`src/rtl/rr_pkg.sv`:
```
package rr_pkg;
  typedef struct packed {
    logic clear;
    logic load;
  } grantStrobes_t;
endpackage

```
`src/rtl/rr_select_path.sv`:
```
module rr_select_path #(
  parameter int NUM_SLOTS = 8
) (
  input  logic [NUM_SLOTS-1:0] curVec,
  input  logic [NUM_SLOTS-1:0] reqVec,
  output logic [NUM_SLOTS-1:0] grantVec,
  output logic                 anyReq
);
  localparam int IW = (NUM_SLOTS > 1) ? $clog2(NUM_SLOTS) : 1;
  localparam logic [IW-1:0] TOP_IDX = IW'(NUM_SLOTS - 1);
  localparam logic [IW:0]   SLOT_COUNT = (IW+1)'(NUM_SLOTS);

  logic [IW-1:0]        curIdx;
  logic [IW-1:0]        shiftAmt;
  logic [2*NUM_SLOTS-1:0] doubled;
  logic [2*NUM_SLOTS-1:0] shifted;
  logic [NUM_SLOTS-1:0] rotated;
  logic [IW-1:0]        offset;
  logic [IW:0]          sum;
  logic [IW-1:0]        absIdx;

  // Encode the holder's index; an empty holder counts as the top slot.
  always_comb begin
    logic hit;
    hit    = 1'b0;
    curIdx = TOP_IDX;
    for (int i = 0; i < NUM_SLOTS; i++) begin
      if (curVec[i] && !hit) begin
        curIdx = IW'(i);
        hit    = 1'b1;
      end
    end
  end

  // The search starts one above the holder.
  assign shiftAmt = (curIdx == TOP_IDX) ? '0 : curIdx + 1'b1;

  // Rotate right through a doubled copy.
  assign doubled = {reqVec, reqVec};
  assign shifted = doubled >> shiftAmt;
  assign rotated = shifted[NUM_SLOTS-1:0];

  // Lowest set bit of the rotated vector.
  always_comb begin
    offset = '0;
    for (int i = NUM_SLOTS - 1; i >= 0; i--) begin
      if (rotated[i]) offset = IW'(i);
    end
  end
  assign anyReq = |rotated;

  // Offset back to an absolute position, modulo the slot count.
  assign sum    = {1'b0, offset} + {1'b0, shiftAmt};
  assign absIdx = (sum >= SLOT_COUNT) ? IW'(sum - SLOT_COUNT) : sum[IW-1:0];

  // Decode to one-hot.
  for (genvar g = 0; g < NUM_SLOTS; g++) begin : g_decode
    assign grantVec[g] = anyReq && (absIdx == IW'(g));
  end
endmodule

```
`src/rtl/rr_grant_ctrl.sv`:
```
module rr_grant_ctrl
  import rr_pkg::*;
(
  input  logic          rst,
  input  logic          advance,
  input  logic          selValid,
  output grantStrobes_t strobes
);
  always_comb begin
    strobes.clear = rst;
    strobes.load  = !rst && advance && selValid;
  end
endmodule

```
`src/rtl/rr_grant_store.sv`:
```
module rr_grant_store
  import rr_pkg::*;
#(
  parameter int NUM_SLOTS = 8
) (
  input  logic                 clk,
  input  grantStrobes_t        strobes,
  input  logic [NUM_SLOTS-1:0] loadVal,
  output logic [NUM_SLOTS-1:0] holder
);
  always_ff @(posedge clk) begin
    if (strobes.clear)     holder <= '0;
    else if (strobes.load) holder <= loadVal;
  end

  assert_reset_clears_R9: assert property (@(posedge clk)
    strobes.clear |=> holder == '0);
  assert_holder_onehot_R10: assert property (@(posedge clk) disable iff (strobes.clear)
    $onehot0(holder));
endmodule

```
`src/rtl/rr_next_grant.sv`:
```
module rr_next_grant
  import rr_pkg::*;
#(
  parameter int NUM_SLOTS = 8
) (
  input  logic                 clk,
  input  logic                 rst,
  input  logic                 advance,
  input  logic [NUM_SLOTS-1:0] reqMask,
  output logic [NUM_SLOTS-1:0] curGrant,
  output logic [NUM_SLOTS-1:0] nextGrant,
  output logic                 nextValid
);
  grantStrobes_t strobes;

  rr_select_path #(.NUM_SLOTS(NUM_SLOTS)) u_select (
    .curVec  (curGrant),
    .reqVec  (reqMask),
    .grantVec(nextGrant),
    .anyReq  (nextValid)
  );

  rr_grant_ctrl u_ctrl (
    .rst     (rst),
    .advance (advance),
    .selValid(nextValid),
    .strobes (strobes)
  );

  rr_grant_store #(.NUM_SLOTS(NUM_SLOTS)) u_store (
    .clk    (clk),
    .strobes(strobes),
    .loadVal(nextGrant),
    .holder (curGrant)
  );

  assert_grant_in_mask_R2: assert property (@(posedge clk) disable iff (rst)
    (nextGrant & ~reqMask) == '0);
  assert_grant_onehot_R3: assert property (@(posedge clk) disable iff (rst)
    $onehot0(nextGrant) && (nextValid == (nextGrant != '0)));
  assert_idle_R4: assert property (@(posedge clk) disable iff (rst)
    (reqMask == '0) |-> (!nextValid && nextGrant == '0));
  assert_load_R7: assert property (@(posedge clk) disable iff (rst)
    (advance && nextValid) |=> curGrant == $past(nextGrant));
  assert_hold_R8: assert property (@(posedge clk) disable iff (rst)
    !(advance && nextValid) |=> $stable(curGrant));
endmodule

```
`config.mk`:
```
export PLATFORM = sky130hd
export DESIGN_NAME = rr_next_grant
export DESIGN_NICKNAME = d
export VERILOG_FILES = /design/src/rtl/rr_pkg.sv /design/src/rtl/rr_select_path.sv /design/src/rtl/rr_grant_ctrl.sv /design/src/rtl/rr_grant_store.sv /design/src/rtl/rr_next_grant.sv
export SDC_FILE = /design/constraint.sdc
export NUM_CORES = 1
export LEC_CHECK = 0
export ABC_AREA = 1
export BUFFER_PORTS_ARGS = -buffer_cell sky130_fd_sc_hd__buf_2
export CAP_MARGIN = 5
export CORE_MARGIN = 4
export CORE_UTILIZATION = 50
export DETAILED_ROUTE_END_ITERATION = 16
export MAX_ROUTING_LAYER = met4
export PLACE_DENSITY = 0.74
export REMOVE_ABC_BUFFERS = 1
export SETUP_SLACK_MARGIN = 0.02
export SLEW_MARGIN = 20
export SYNTH_ARGS = -nofsm -noshare
export SYNTH_HDL_FRONTEND = slang
export SYNTH_SLANG_ARGS = --single-unit
export TNS_END_PERCENT = 1
```
`constraint.sdc`:
```
create_clock -name clk -period 5.2 [get_ports clk]
set_input_delay 0.26 -clock clk [delete_from_list [all_inputs] [get_ports clk]]
set_output_delay 0.26 -clock clk [all_outputs]
set_load 0.02 [all_outputs]
```
==> metrics.md <==
| Metric | Value |
|---|---|
| Run status | `complete, no violations` |
| DRT Wirelength | `2.919 mm` |
| Clock root cell | `sky130_fd_sc_hd__clkbuf_4` |
| Number of nets in the final layout | `250` |
| Proportion of netlist area held by the largest area contributor | `between 10% and 20%` |
| Number of I/O pins | `28` |
| First-pass GRT wire length | `around 4.8 mm` |
| Die span in x | `58.77 um` |
| Mean instance size in the synthesized netlist | `6.196 um^2` |
| Most used standard cell by instance count after synthesis | `sky130_fd_sc_hd__nand2_1` |
| Final hold vios | `0` |
| Total length of routed met3 wires | `109 um` |
| Final weighted congestion in routability-driven placement | `approximately 0.9` |
| Wl on met1 | `1.477 mm` |
| Initial core utilization | `between 50% and 60%` |
| Startpoint kind of the worst setup timing path | `flip-flop` |
| Launching point of the worst reg2reg path | `u_store.holder[2]` |
| Largest buffer count on any clock path | `2` |
| Detailed placer's ending HPWL | `2.382 mm` |
| Number of flip-flops under the largest register name | `8` |
| Biggest area contributors in the synthesized netlist | `sky130_fd_sc_hd__nand3_1 18%, sky130_fd_sc_hd__nand2_1 17%, sky130_fd_sc_hd__dfxtp_1 12%` |
| ANT cells | `0` |
| Crit path launch | `u_store.holder[2]` |
| Most flops, register | `u_store.holder` |
| Post-synthesis cell type with the largest combined area | `sky130_fd_sc_hd__nand3_1` |
| Data required time at the worst endpoint | `4.94 ns` |
| Max-slew violation total from the final report | `0` |
| Final total negative setup slack | `0 ns` |
| Post-route antenna net violation count | `0` |
| RSZ-0062 raised after global routing | `no` |
| Distinct cell type count after synthesis | `27` |
| Highest net fanout along the worst path | `14` |
| Highest routed metal layer | `met4` |
| Endpoint arrival time on the critical path | `4.45 ns` |
| Relative slew margins | `75.53%` |
| Gate count of the mapped netlist | `208` |
| Number of enable-type register cells in the synthesized netlist | `0` |
| Routed wl met2 | `1.311 mm` |
| Setup violations, final | `0` |
| TritonCTS Buffers | `3` |
| Row count | `18` |
| Final Cycle Share | `around 90%` |
| Fmax | `212.2 MHz` |
| Core region area | `2477 um^2` |
| Worst setup path category | `flip-flop to output port` |
| Most used flip-flop cell after synthesis | `sky130_fd_sc_hd__dfxtp_1` |
| Total routing resource utilization after global routing | `17.96%` |
| Sinks on Clock Net | `8` |
| DRC violation count after routing | `0` |
| Top cells by count, synth | `57 x sky130_fd_sc_hd__nand2_1, 47 x sky130_fd_sc_hd__nand3_1, 24 x sky130_fd_sc_hd__inv_1` |
| WL/cell | `about 11 um` |
| Clock-pin slew of the registers on the worst-case setup and hold paths | `0.05 ns` |
| Iteration-0 DRC count of the detailed router | `64` |
| Number of hold-repair buffers added at the cts stage | `0` |
| Count of warnings emitted by yosys | `0` |
| Number of vias per cell | `5.091` |
| Layout overhead on the synthesized area | `12.91%` |
| Startpoint of the worst hold path | `rst` |
| Synth Cell Area | `approximately 1300 um^2` |
| Category of the worst setup path capture point | `output port` |
| Hold/Removal Path Class | `input port to flip-flop` |
| Source-to-sink clock delay at the later pin of the worst-skew pair | `0.24 ns` |
| Vias post-DR | `around 1300` |
| Level count of the clock H-tree | `1` |
| Period minus WS final | `4.713 ns` |
| Total global routing overflow | `0` |
| CTS tree | `built` |
| Chip Height | `58.77 um` |
| Registers with the most flip-flops | `u_store.holder: 8 flops` |
| Share of flip-flops with an asynchronous set or reset | `0%` |
| Number of global-route vias before repair | `1121` |
| Yosys reg bits | `8` |
| Antenna violations before repair | `0` |
| Worst-margin pin slew | `about 0.37 ns` |
| Share of the yosys chip area belonging to registers | `12.43%` |
| Buffers on Ports | `27` |
| First-pass iteration count of the detailed router | `4` |
| Die Footprint | `3454 um^2` |
| Fraction of layout instances using a drive strength above 1 | `32.05%` |
| # Max-Cap Violations | `0` |
| Largest net degree at the start of global routing | `15` |
| Setup clock skew after layout | `about 0.0008 ns` |
cell type report:
class                           instances  area, um^2
Fill cell                             272        1022
Multi-Input combinational cell        167       975.9
Sequential cell                         8       160.2
Timing Repair Buffer                   30       157.7
Inverter                               26       101.3
Tap cell                               30       37.54
Clock buffer                            3       22.52
cell usage in the layout (no fill, tap or decap), types with 2 or more instances in the layout:
cell                       Yosys  layout
sky130_fd_sc_hd__nand3b_1      3       3
sky130_fd_sc_hd__nand2_1      57      57
sky130_fd_sc_hd__clkbuf_4      0       3
sky130_fd_sc_hd__dfxtp_1       8       8
sky130_fd_sc_hd__nor2_1       11      11
sky130_fd_sc_hd__nor2_4        3       3
sky130_fd_sc_hd__nor2_2        6       6
sky130_fd_sc_hd__nand3_1      47      47
sky130_fd_sc_hd__nand3_2       9       9
sky130_fd_sc_hd__nand2_4       9       9
sky130_fd_sc_hd__buf_2         3      27
sky130_fd_sc_hd__a21oi_1       4       4
sky130_fd_sc_hd__buf_4         1       3
sky130_fd_sc_hd__inv_1        24      23
sky130_fd_sc_hd__inv_2         2       2
sky130_fd_sc_hd__nand2_2       8       8
metal layers:
layer / GRT usage (%) / vias up
met5: - / -
li1: - / 717
met2: 26.81 / 27
met4: 3.883 / 0
met3: 2.193 / 4
met1: 25.79 / 596
through the flow:
step	instances	setup slack [ns]	hold slack [ns]	util (%)	cell area, um^2
3_3_place_gp	259	0.6917	0.4948	56.97	1411
2_1_floorplan	201	0.9395	0.4336	-	1231
3_5_place_dp	259	0.6254	0.5103	56.97	1411
4_1_cts	262	0.3356	0.3245	57.88	1434
5_1_grt	264	0.1494	0.3340	58.74	1455
6_report	264	0.4875	0.3272	58.74	1455
timing repair:
action / 4_1_cts / 5_1_grt
buffers inserted: 0 / 2
setup endpoints to repair: 0 / 8
gates resized for setup: 0 / 2
cell families (layout without fill, tap and decap cells):
| group | count (synthesis) | in the layout | share of synthesized area, % |
|---|---|---|---|
| simple gates | 155 | 155 | 66.99 |
| buf+inv | 33 | 59 | 12.04 |
| flops | 8 | 8 | 12.43 |
| compound gates | 7 | 7 | 3.107 |
| fa+ha+maj | 3 | 3 | 3.495 |
| xor+xnor | 2 | 2 | 1.942 |
worst max-delay path, stage by stage (launching register included):
cell                         delay [ns]
sky130_fd_sc_hd__dfxtp_1           0.32
sky130_fd_sc_hd__nor2_2            0.19
sky130_fd_sc_hd__nand2_4           0.09
sky130_fd_sc_hd__nor2_4            0.11
sky130_fd_sc_hd__nand3_4           0.17
sky130_fd_sc_hd__nand2_4           0.24
sky130_fd_sc_hd__inv_1             0.07
sky130_fd_sc_hd__ha_2              0.51
sky130_fd_sc_hd__clkinvlp_4        0.30
sky130_fd_sc_hd__nand3_1           0.17
sky130_fd_sc_hd__nand3_1           0.09
sky130_fd_sc_hd__nand2_1           0.10
sky130_fd_sc_hd__a21oi_1           0.07
sky130_fd_sc_hd__o21ai_0           0.14
sky130_fd_sc_hd__nand2_1           0.07
sky130_fd_sc_hd__a21boi_0          0.17
sky130_fd_sc_hd__ha_1              0.17
sky130_fd_sc_hd__inv_1             0.04
sky130_fd_sc_hd__fa_1              0.37
sky130_fd_sc_hd__xor2_1            0.19
sky130_fd_sc_hd__inv_1             0.08
sky130_fd_sc_hd__nand3_2           0.09
sky130_fd_sc_hd__nand2_4           0.13
sky130_fd_sc_hd__inv_1             0.07
sky130_fd_sc_hd__nor2_1            0.07
sky130_fd_sc_hd__buf_2             0.17
path summary, 6_finish.rpt:
kind / end / slack (ns) / cells after the start
worst min register to register: u_store.holder[5] / 0.51 / 2
worst min-delay path: u_store.holder[6] / 0.33 / 4
worst max register to register: u_store.holder[3] / 0.98 / 24
worst max-delay path: nextGrant[1] / 0.49 / 25
Power is left out: the tool's default activity adds up to more than one toggle a clock period on the data nets, which glitch-free logic cannot reach.
